===== src/rtl/aux_link_pkg.sv =====
package aux_link_pkg;

  typedef enum logic [2:0] {T_IDLE, T_BODY, T_PAD, T_CRC, T_GO} tx_state_e;
  typedef enum logic [2:0] {R_IDLE, R_CHK, R_OUT, R_OVF, R_WAIT} rx_state_e;

  localparam logic [31:0] CRC_POLY = 32'hEDB88320;

  // advance a reflected CRC-32 register by one byte
  function automatic logic [31:0] crc_step(input logic [31:0] c, input logic [7:0] b);
    logic [31:0] r;
    r = c ^ {24'd0, b};
    for (int k = 0; k < 8; k++)
      r = r[0] ? ((r >> 1) ^ CRC_POLY) : (r >> 1);
    return r;
  endfunction

  // finished checksum as it sits in the unswapped trailing word
  function automatic logic [31:0] crc_word(input logic [31:0] f);
    return {f[7:0], f[15:8], f[23:16], f[31:24]};
  endfunction

endpackage


===== src/rtl/aux_tx_framer.sv =====
module aux_tx_framer
  import aux_link_pkg::*;
#(
  parameter int AW   = 9,
  parameter int LENW = 11
) (
  input  logic            clk,
  input  logic            rst,
  input  logic            in_valid,
  input  logic [7:0]      in_data,
  input  logic            in_last,
  output logic            in_ready,
  input  logic            tx_busy,
  output logic            wr_en,
  output logic [AW-1:0]   wr_addr,
  output logic [31:0]     wr_data,
  output logic [LENW-1:0] tx_len,
  output logic            tx_start
);

  tx_state_e       st;
  logic [LENW-1:0] cnt;
  logic [23:0]     sh;
  logic [31:0]     crc;
  logic            take, feed;
  logic [7:0]      fb;

  assign in_ready = ((st == T_IDLE) && !tx_busy && !tx_start) || (st == T_BODY);
  assign take     = in_valid && in_ready;
  assign feed     = take || (st == T_PAD);
  assign fb       = (st == T_PAD) ? 8'd0 : in_data;

  always_ff @(posedge clk) begin
    if (rst) begin
      st       <= T_IDLE;
      cnt      <= '0;
      sh       <= '0;
      crc      <= '1;
      wr_en    <= 1'b0;
      wr_addr  <= '0;
      wr_data  <= '0;
      tx_len   <= '0;
      tx_start <= 1'b0;
    end else begin
      wr_en    <= 1'b0;
      tx_start <= 1'b0;
      if (feed) begin
        crc <= crc_step(crc, fb);
        sh  <= {sh[15:0], fb};
        cnt <= cnt + 1'b1;
        if (cnt[1:0] == 2'd3) begin
          // first byte of the word lands in the top lane
          wr_en   <= 1'b1;
          wr_addr <= AW'(cnt >> 2);
          wr_data <= {sh, fb};
        end
      end
      case (st)
        T_IDLE, T_BODY:
          if (take)
            st <= in_last ? ((cnt[1:0] == 2'd3) ? T_CRC : T_PAD) : T_BODY;
        T_PAD:
          if (cnt[1:0] == 2'd3) st <= T_CRC;
        T_CRC: begin
          wr_en   <= 1'b1;
          wr_addr <= AW'(cnt >> 2);
          wr_data <= crc_word(~crc);
          tx_len  <= cnt + LENW'(4);
          st      <= T_GO;
        end
        T_GO: begin
          tx_start <= 1'b1;
          cnt      <= '0;
          crc      <= '1;
          st       <= T_IDLE;
        end
        default: st <= T_IDLE;
      endcase
    end
  end

endmodule


===== src/rtl/aux_rx_checker.sv =====
module aux_rx_checker
  import aux_link_pkg::*;
#(
  parameter int AW      = 9,
  parameter int LENW    = 11,
  parameter int RX_BASE = 256
) (
  input  logic            clk,
  input  logic            rst,
  input  logic            rx_present,
  input  logic [LENW-1:0] rx_len,
  input  logic            rx_overflow,
  output logic [AW-1:0]   rd_addr,
  input  logic [31:0]     rd_data,
  output logic            present_clr,
  output logic            error_clr,
  output logic            out_valid,
  output logic [7:0]      out_data,
  output logic            out_last,
  output logic            st_ok,
  output logic            st_corrupt,
  output logic            st_short,
  output logic            st_overflow
);

  localparam logic [LENW-1:0] MIN_LEN = LENW'(8);

  rx_state_e       st;
  logic [LENW-1:0] nbody, rc, p_idx, limit, len_r;
  logic            p_vld, issue;
  logic [31:0]     crc;
  logic [7:0]      pb;

  assign len_r   = {rx_len[LENW-1:2], 2'b00};
  assign limit   = (st == R_CHK) ? nbody : nbody - 1'b1;
  assign issue   = ((st == R_CHK) || (st == R_OUT)) && (rc <= limit);
  assign rd_addr = AW'(RX_BASE) + AW'(rc >> 2);

  // undo the in-word byte reversal
  always_comb begin
    case (p_idx[1:0])
      2'd0:    pb = rd_data[31:24];
      2'd1:    pb = rd_data[23:16];
      2'd2:    pb = rd_data[15:8];
      default: pb = rd_data[7:0];
    endcase
  end

  always_ff @(posedge clk) begin
    if (rst) begin
      st          <= R_IDLE;
      nbody       <= '0;
      rc          <= '0;
      p_idx       <= '0;
      p_vld       <= 1'b0;
      crc         <= '1;
      present_clr <= 1'b0;
      error_clr   <= 1'b0;
      out_valid   <= 1'b0;
      out_data    <= '0;
      out_last    <= 1'b0;
      st_ok       <= 1'b0;
      st_corrupt  <= 1'b0;
      st_short    <= 1'b0;
      st_overflow <= 1'b0;
    end else begin
      present_clr <= 1'b0;
      error_clr   <= 1'b0;
      out_valid   <= 1'b0;
      out_last    <= 1'b0;
      st_ok       <= 1'b0;
      st_corrupt  <= 1'b0;
      st_short    <= 1'b0;
      st_overflow <= 1'b0;
      p_vld       <= issue;
      p_idx       <= rc;
      if (issue) rc <= rc + 1'b1;
      case (st)
        R_IDLE:
          if (rx_overflow) begin
            present_clr <= 1'b1;
            st          <= R_OVF;
          end else if (rx_present) begin
            if (len_r < MIN_LEN) begin
              st_short    <= 1'b1;
              present_clr <= 1'b1;
              st          <= R_WAIT;
            end else begin
              nbody <= len_r - LENW'(4);
              rc    <= '0;
              crc   <= '1;
              st    <= R_CHK;
            end
          end
        R_CHK:
          if (p_vld) begin
            if (p_idx == nbody) begin
              if (rd_data == crc_word(~crc)) begin
                rc    <= '0;
                p_vld <= 1'b0;
                st    <= R_OUT;
              end else begin
                st_corrupt  <= 1'b1;
                present_clr <= 1'b1;
                st          <= R_WAIT;
              end
            end else begin
              crc <= crc_step(crc, pb);
            end
          end
        R_OUT:
          if (p_vld) begin
            out_valid <= 1'b1;
            out_data  <= pb;
            if (p_idx == nbody - 1'b1) begin
              out_last    <= 1'b1;
              st_ok       <= 1'b1;
              present_clr <= 1'b1;
              st          <= R_WAIT;
            end
          end
        R_OVF: begin
          error_clr   <= 1'b1;
          st_overflow <= 1'b1;
          st          <= R_WAIT;
        end
        default: st <= R_IDLE;
      endcase
    end
  end

endmodule


===== src/rtl/aux_link_framer.sv =====
module aux_link_framer #(
  parameter int MAX_FRAME = 1024,
  localparam int AW       = $clog2(MAX_FRAME / 2),
  localparam int LENW     = $clog2(MAX_FRAME + 1)
) (
  input  logic            clk,
  input  logic            rst,
  input  logic            tx_in_valid,
  input  logic [7:0]      tx_in_data,
  input  logic            tx_in_last,
  output logic            tx_in_ready,
  input  logic            tx_busy,
  output logic            buf_wr_en,
  output logic [AW-1:0]   buf_wr_addr,
  output logic [31:0]     buf_wr_data,
  output logic [LENW-1:0] tx_len,
  output logic            tx_start,
  output logic [AW-1:0]   buf_rd_addr,
  input  logic [31:0]     buf_rd_data,
  input  logic            rx_present,
  input  logic [LENW-1:0] rx_len,
  input  logic            rx_overflow,
  output logic            rx_present_clr,
  output logic            rx_error_clr,
  output logic            rx_out_valid,
  output logic [7:0]      rx_out_data,
  output logic            rx_out_last,
  output logic            st_ok,
  output logic            st_corrupt,
  output logic            st_short,
  output logic            st_overflow
);

  localparam int RX_BASE = MAX_FRAME / 4;

  aux_tx_framer #(.AW(AW), .LENW(LENW)) u_tx (
    .clk      (clk),
    .rst      (rst),
    .in_valid (tx_in_valid),
    .in_data  (tx_in_data),
    .in_last  (tx_in_last),
    .in_ready (tx_in_ready),
    .tx_busy  (tx_busy),
    .wr_en    (buf_wr_en),
    .wr_addr  (buf_wr_addr),
    .wr_data  (buf_wr_data),
    .tx_len   (tx_len),
    .tx_start (tx_start)
  );

  aux_rx_checker #(.AW(AW), .LENW(LENW), .RX_BASE(RX_BASE)) u_rx (
    .clk         (clk),
    .rst         (rst),
    .rx_present  (rx_present),
    .rx_len      (rx_len),
    .rx_overflow (rx_overflow),
    .rd_addr     (buf_rd_addr),
    .rd_data     (buf_rd_data),
    .present_clr (rx_present_clr),
    .error_clr   (rx_error_clr),
    .out_valid   (rx_out_valid),
    .out_data    (rx_out_data),
    .out_last    (rx_out_last),
    .st_ok       (st_ok),
    .st_corrupt  (st_corrupt),
    .st_short    (st_short),
    .st_overflow (st_overflow)
  );

endmodule


===== config.mk =====
export PLATFORM = sky130hd
export DESIGN_NAME = aux_link_framer
export DESIGN_NICKNAME = d
export VERILOG_FILES = /design/src/rtl/aux_link_pkg.sv /design/src/rtl/aux_tx_framer.sv /design/src/rtl/aux_rx_checker.sv /design/src/rtl/aux_link_framer.sv
export SDC_FILE = /design/constraint.sdc
export NUM_CORES = 1
export LEC_CHECK = 0
export BUFFER_PORTS_ARGS = -buffer_cell sky130_fd_sc_hd__buf_4
export CAP_MARGIN = 20
export CORE_ASPECT_RATIO = 1.2
export CORE_MARGIN = 2
export CORE_UTILIZATION = 45
export CTS_CLUSTER_SIZE = 25
export DETAILED_ROUTE_END_ITERATION = 6
export PLACE_DENSITY = 0.76
export SKIP_LAST_GASP = 1
export SLEW_MARGIN = 20
export SYNTH_ARGS = -nofsm -noshare
export SYNTH_HDL_FRONTEND = slang
export SYNTH_HIERARCHICAL = 1
export SYNTH_SLANG_ARGS = --single-unit

===== constraint.sdc =====
create_clock -name clk -period 4.3 [get_ports clk]
set_input_delay 0.86 -clock clk [delete_from_list [all_inputs] [get_ports clk]]
set_output_delay 0.86 -clock clk [all_outputs]
set_load 0.01 [all_outputs]

==> metrics.yaml, run 1 <==
status:
  status: "complete, no violations"
flow_run:
  drv_cap: 0
setup_path:
  worstSetupStartpointType: "flip-flop"
  path_class: "reg2reg"
  worstPathRequired_ns: 4.71
  crit_arrival_ns: 4.01
  worstPathMaxFanout: 8
  endpoint_kind: "flip-flop"
  reg2reg_setup_slack_ns: 0.70
finish:
  finalNetCount: 1413
  stdcell_count: 1673
  n_antenna_cell: 0
  drive_gt1_share_pct: 17.4
  final_util_pct: 53.7
  fillCellCount: 2214
  syn2layout_area_growth_pct: 17.9
clock_tree:
  cts_tree: "done"
  cts_setup_buffers: 0
  post_cts_resized: 0
  clockBufferDepth: 3
  cts.sink_count: 205
  clk_pin_slew_worst_paths_ns: 0.06
  ctsHoldBuffers: 0
  root_buffer: "clkbuf_16"
  clk-insertion-delay-late_ns: 0.50
  htreeDepth: 1
  cts_made_buffers: 21
detailed_routing:
  firstDrtPassIters: 5
  drt_wl_total_um: 27600
  routed_via_density: 5.41
  initialDrtViolationCount: 629
  drc_errors: 0
  ant_nets: 0
  vias: 9057
  wl_per_cell_um: 16.5
yosys:
  ys_warn_count: 6
  syn-num-nets: 1315
  synthFlopType: "dfxtp_1"
  postSynth.asyncResetShare_pct: 0
  synth_edf_count: 0
  yosysTopAreaCellShare_pct: 38.0
  synthCells: 1241
  ys_seq_elements: 205
  yosysTopAreaCell: "dfxtp_1"
  ys_seq_area_share_pct: 38.0
  syn_area_um2: 10800
  synthTopCellsByArea: "dfxtp_1, xnor2_1, nor2_1, nand2_1, xor2_1"
  ys_types: 69
  syn_area_per_cell_um2: 8.71
timing:
  finalSetupViolCount: 0
  max_freq_ghz: 0.278
  fin_crit_ns: 3.60
  final_hold_viol_count: 0
  worst_pin_slew_ns: 0.918
  fin_crit_sh_pct: 83.7
  rsz0062_at_grt: "no"
  slew_violations: 0
  fin_setup_tns_ns: 0
  finClkSkew_ns: 0.0196
  slew_headroom_pct: 38.6
die:
  initial_core_util_pct: 45.5
  rows: 62
  die_y_um: 174
  die_x_um: 145
  fp.coreArea_um2: 23700
  ios: 138
  die_area_um2: 25300
place:
  hpwl_um: 20000
  dp_cells: 1636
  io_buffers: 135
  gp_congestion: 0.918
global_route:
  overflow: 0
  antenna_found_initial: 0
  grt_pass1_vias: 8862
  grt_max_degree: 86
  grt_first_pass_wirelength_um: 45100
  track_usage_pct: 21.3
pwr:
  power.density_nw_per_um2: 525
  peakVddDrop_v: 0.000331
  leakage_nw: 4.74
worst_hold_path:
  hold_path.class: "reg2reg"
## power breakdown
group | leakage, nW | switching, W | internal (W) | total (W)
registers | 1.67 | 0.000227 | 0.00208 | 0.00230
logic | 2.72 | 0.00136 | 0.00118 | 0.00254
clock network | 0.351 | 0.000739 | 0.00111 | 0.00184
## Yosys cell counts (6+ instances only)
cell type	instances
xnor2_4	6
o211ai_1	20
nor4_1	13
nand3_1	24
o22ai_1	9
o21ai_0	25
xnor2_2	7
nor2_1	154
buf_4	10
nand2_1	144
xnor2_1	148
nor3_1	43
buf_1	7
or3_1	7
clkbuf_1	59
nand4_1	8
dfxtp_1	205
inv_1	13
ha_1	16
a21oi_1	80
xor2_1	57
a221oi_1	9
a211oi_1	44
a22oi_1	9
nor2b_1	35
## final timing paths
| kind | start | end | depth (start not counted) |
|---|---|---|---|
| max | u_rx/nbody[2]$_SDFFE_PP0P_ | u_rx/rc[9]$_SDFF_PP0_ | 14 |
| min | u_rx/out_data[5]$_SDFFE_PP0P_ | u_rx/out_data[5]$_SDFFE_PP0P_ | 2 |
| max reg2reg | u_rx/nbody[2]$_SDFFE_PP0P_ | u_rx/rc[9]$_SDFF_PP0_ | 14 |
| min reg2reg | u_rx/out_data[5]$_SDFFE_PP0P_ | u_rx/out_data[5]$_SDFFE_PP0P_ | 2 |
## area by class of cell
| type | count | area, µm² | area share (%) |
|---|---|---|---|
| sequential | 205 | 4100 | 32.2 |
| clock buffer | 29 | 606 | 4.75 |
| multi-input combinational | 939 | 6290 | 49.4 |
| timing repair buffer | 158 | 1190 | 9.31 |
| clock inverter | 8 | 97.6 | 0.766 |
| inverter | 14 | 52.6 | 0.412 |
| tap | 320 | 400 | 3.14 |
## cell usage in the layout (no fill, tap or decap), types with 6 or more instances in the layout
master | Yosys | layout
a211oi_1 | 44 | 44
nand3_1 | 24 | 24
o21ai_0 | 25 | 25
inv_1 | 13 | 13
nor4_1 | 13 | 13
xnor2_4 | 6 | 6
nand2_1 | 144 | 142
o211ai_1 | 20 | 20
xnor2_2 | 7 | 7
dfxtp_1 | 205 | 205
a21oi_1 | 80 | 78
xnor2_1 | 148 | 148
a22oi_1 | 9 | 9
o22ai_1 | 9 | 9
nor2_1 | 154 | 154
buf_4 | 10 | 158
nor2b_1 | 35 | 35
nor3_1 | 43 | 43
or3_1 | 7 | 7
nand4_1 | 8 | 8
xor2_1 | 57 | 57
ha_1 | 16 | 16
clkbuf_16 | 0 | 21
a221oi_1 | 9 | 9
## per-stage QoR
stage                     setup WS [ns]  cell area, µm²  total power [W]  hold WS (ns)
after global routing              0.450           12700          0.00708         0.473
final                             0.699           12700          0.00669         0.455
after detailed placement          0.771           12000          0.00485         0.444
after global placement            0.815           12000          0.00480         0.443
after CTS                         0.714           12700          0.00673         0.452
after floorplan                   0.936           10800          0.00431         0.436
## kinds of logic after synthesis
family                   synth area share [%]
AND/OR/NAND/NOR                          19.1
AO/OA/AOI/OAI                            14.3
XOR/XNOR                                 20.6
flip-flops                               38.0
buffers and inverters                    3.97
adder cells (fa/ha/maj)                  1.85
multiplexers                             2.20
## registers in the layout, summed over array words and instances (netlist names)
| register | cells |
|---|---|
| u_tx/crc | 32 |
| u_rx/crc | 32 |
| u_rx/p_vld | 1 |
| u_tx/tx_start | 1 |
| u_rx/present_clr | 1 |
| u_rx/st | 3 |
| u_rx/st_ok | 1 |
| u_rx/out_data | 8 |
| u_tx/st | 3 |
| u_rx/st_overflow | 1 |
| u_rx/out_valid | 1 |
| u_tx/wr_en | 1 |
| u_tx/wr_addr | 9 |
| u_tx/cnt | 11 |
| u_rx/p_idx | 11 |
| u_rx/st_corrupt | 1 |
| u_tx/tx_len | 11 |
| u_tx/sh | 24 |
| u_tx/wr_data | 32 |
| u_rx/rc | 11 |
| u_rx/st_short | 1 |
| u_rx/nbody | 9 |
## critical path: stages (launching register included)
cell and delay [ns]:
dfxtp_1 0.35, inv_1 0.10, ha_1 0.23, nor3b_1 0.20, buf_4 0.17, nand3_1 0.11
nor3_1 0.21, xnor2_1 0.19, ha_1 0.30, a21oi_1 0.19, and2_1 0.15, o2111ai_1 0.30
and2_1 0.36, or4_1 0.52, a21oi_1 0.14
## routing by layer
metal  GRT usage [%]  vias up  part of all wire, %  routed length, µm
li1                -     4447                    -                  -
met1            26.7     4327                   43              11900
met2            37.8      234                   50              13700
met3            2.89       49                  4.5               1240
met4            6.70        0                  2.7                737
met5               0        -                    0                  0
Power figures use the tool's default switching activity.
==> run 2, diff against run 1 <==
--- a/config.mk
+++ b/config.mk
@@ -12,7 +12,7 @@
 export CORE_UTILIZATION = 45
 export CTS_CLUSTER_SIZE = 25
 export DETAILED_ROUTE_END_ITERATION = 6
-export PLACE_DENSITY = 0.76
+export PLACE_DENSITY = 0.78
 export SKIP_LAST_GASP = 1
 export SLEW_MARGIN = 20
 export SYNTH_ARGS = -nofsm -noshare
==> constraint.sdc (replaced) <==
create_clock -name clk -period 3.18 [get_ports clk]
set_input_delay 0.636 -clock clk [delete_from_list [all_inputs] [get_ports clk]]
set_output_delay 0.636 -clock clk [all_outputs]
set_load 0.01 [all_outputs]
==> metrics.yaml, run 2 (synthesis gave the netlist of run 1 again) <==
global_route:
  grt_max_degree: 57  # -34%
  grt_pass1_vias: 9268  # +4.6%
  overflow: 0  # unchanged
  antenna_found_initial: 1  # +1
  track_usage_pct: 22.0  # +0.75 points
  grt_first_pass_wirelength_um: 46400  # +3.0%
detailed_routing:
  firstDrtPassIters: 6  # +1
  initialDrtViolationCount: 620  # -1.4%
  drt_wl_total_um: 28300  # +2.8%
  routed_via_density: 5.43  # +0.32%
  drc_errors: 0  # unchanged
  wl_per_cell_um: 16.7  # +1.2%
  ant_nets: 0  # unchanged
  vias: 9233  # +1.9%
setup_path:
  ff2ff_path_depth: 13  # -1
  r2r_start: "u_rx/nbody[2]$_SDFFE_PP0P_"
  crit_top_cell: "ha_1"
  worstPathRequired_ns: 3.59  # -1.12 ns
  endpoint_kind: "flip-flop"
  path_class: "reg2reg"
  crit_path_cell_trace: "inv_2, ha_1, nor3b_4, nand3_2, nor3_2, xnor2_1, ha_1, a21oi_2, and2_1, o2111ai_2, and2_4, or4_1, a21oi_1"
  cpPeakStageDelay_ns: 0.49  # -0.03 ns
  crit_arrival_ns: 3.42  # -0.59 ns
  r2r-end: "u_rx/rc[9]$_SDFF_PP0_"
  reg2reg_setup_slack_ns: 0.17  # -0.53 ns
  worstPathMaxFanout: 5  # -3
  worstSetupStartpointType: "flip-flop"
  slowest_stage: "or4_1"
finish:
  mostFrequentLayoutCells: "dfxtp_1, buf_4, nor2_1"
  largestRegisters: "u_rx/crc (32), u_tx/crc (32), u_tx/wr_data (32)"
  drive_gt1_share_pct: 19.7  # +2.4 points
  mostFrequentLayoutCell: "dfxtp_1"
  finalNetCount: 1437  # +1.7%
  syn2layout_area_growth_pct: 21.1
  final_area_um2: 13100  # +2.7%
die:
  initial_core_util_pct: 45.5  # unchanged
  rows: 62  # unchanged
  fp.coreArea_um2: 23700  # unchanged
  die_x_um: 145  # unchanged
  die_y_um: 174  # unchanged
  ios: 138  # unchanged
  die_area_um2: 25300  # unchanged
timing:
  fin_setup_tns_ns: 0  # unchanged
  slew_violations: 0  # unchanged
  slew_headroom_pct: 50.8  # +12 points
  max_freq_ghz: 0.332  # +20%
  final_hold_viol_count: 0  # unchanged
  holdWs_ns: 0.361  # -0.0941 ns
  finClkSkew_ns: 0.0245  # +0.00494 ns
  finalSetupViolCount: 0  # unchanged
  fin_crit_sh_pct: 94.6  # +11 points
  worst_pin_slew_ns: 0.733  # -0.186 ns
  fin_crit_ns: 3.01  # -0.592 ns
worst_hold_path:
  worstHoldPathCells: 2  # unchanged
  hold_path.class: "in2reg"
  hp-start: "rx_len[2]"
  whs_endpoint: "u_rx/nbody[2]$_SDFFE_PP0P_"
clock_tree:
  cts.sink_count: 205  # unchanged
  root_buffer: "clkbuf_16"
  clk_pin_slew_worst_paths_ns: 0.06  # about the same
  cts_tree: "done"
  cts_made_buffers: 22  # +4.8%
  clk-insertion-delay-late_ns: 0.51  # about the same
  htreeDepth: 1  # unchanged
  clockBufferDepth: 3  # unchanged
pwr:
  power.density_nw_per_um2: 731  # +39%
  leakage_nw: 4.92  # +3.8%
  peakVddDrop_v: 0.000442  # +33%
place:
  hpwl_um: 20800  # +3.9%
  io_buffers: 135  # unchanged
  post_dp_cell_area_um2: 12200  # +1.5%
  gp_congestion: 0.906  # -1.3%
status:
  status: "complete, no violations"
flow_run:
  drv_cap: 0  # unchanged
==> run 2: changes by cell type in the layout (fill, tap and decap cells not counted), sizes merged <==
cell and change:
diode +1, clkbuf -2, clkinvlp +2, clkinv -1, buf +23, inv +1
bufinv +3
==> run 2: worst max path at each step <==
| stage | cells past startpoint | to | startpoint | slack [ns] |
|---|---|---|---|---|
| 5_1_grt | 13 | u_rx/rc[9]$_SDFF_PP0_ | u_rx/nbody[2]$_SDFFE_PP0P_ | -0.02 |
| 4_1_cts | 13 | u_rx/rc[9]$_SDFF_PP0_ | u_rx/nbody[2]$_SDFFE_PP0P_ | 0.05 |
| 2_1_floorplan | 14 | u_rx/rc[9]$_SDFF_PP0_ | u_rx/nbody[4]$_SDFFE_PP0P_ | 0.007 |
| 3_3_place_gp | 12 | u_rx/rc[9]$_SDFF_PP0_ | u_rx/nbody[2]$_SDFFE_PP0P_ | 0.13 |
| 6_report | 13 | u_rx/rc[9]$_SDFF_PP0_ | u_rx/nbody[2]$_SDFFE_PP0P_ | 0.17 |
| 3_5_place_dp | 13 | u_rx/rc[9]$_SDFF_PP0_ | u_rx/nbody[2]$_SDFFE_PP0P_ | 0.07 |
==> run 2: area by class of cell <==
cell class	count	area, µm²
Fill cell	2146	10700
Timing Repair Buffer	181	1370
Clock buffer	27	611
Sequential cell	205	4110
Antenna cell	1	2.50
Multi-Input combinational cell	939	6340
Inverter	14	52.6
Clock inverter	13	203
Tap cell	320	400
==> run 2: metrics by stage <==
step,power [W],setup WS (ns),utilization [%],instances
after floorplan,0.00585,0.00677,-,1241
after global placement,0.00661,0.131,51.5,1657
after detailed placement,0.00668,0.0692,51.5,1657
after CTS,0.00955,0.0466,54.9,1697
after global routing,0.0100,-0.0213,55.1,1699
final,0.00956,0.171,55.1,1700
==> run 2: layer usage <==
layer / vias up / share of wire [%] / global-route usage, %
met5: - / 0 / 0
met4: 0 / 3.1 / 8.09
met3: 67 / 6.4 / 3.29
met2: 318 / 50 / 39.4
met1: 4340 / 41 / 26.8
li1: 4508 / - / -
==> run 2: timing repair <==
item | in CTS | in global routing
hold buffers | 0 | 0
gates resized for setup | 0 | 10
buffers inserted | 0 | 2
endpoints found under the hold margin | 0 | 0
endpoints found under the setup margin | 0 | 8
==> run 2: report_power, final <==
part / internal (W) / switching [W] / total [W]
Clock: 0.00178 / 0.00106 / 0.00284
Combinational: 0.00173 / 0.00188 / 0.00361
Sequential: 0.00281 / 0.000303 / 0.00311
==> run 2: critical path: cells and delay by family (launching register included) <==
family          cells  cell delay, ns
buf+inv             1            0.08
fa+ha+maj           2            0.45
simple gates        6            1.40
compound gates      3            0.47
flops               1            0.35
xor+xnor            1            0.17
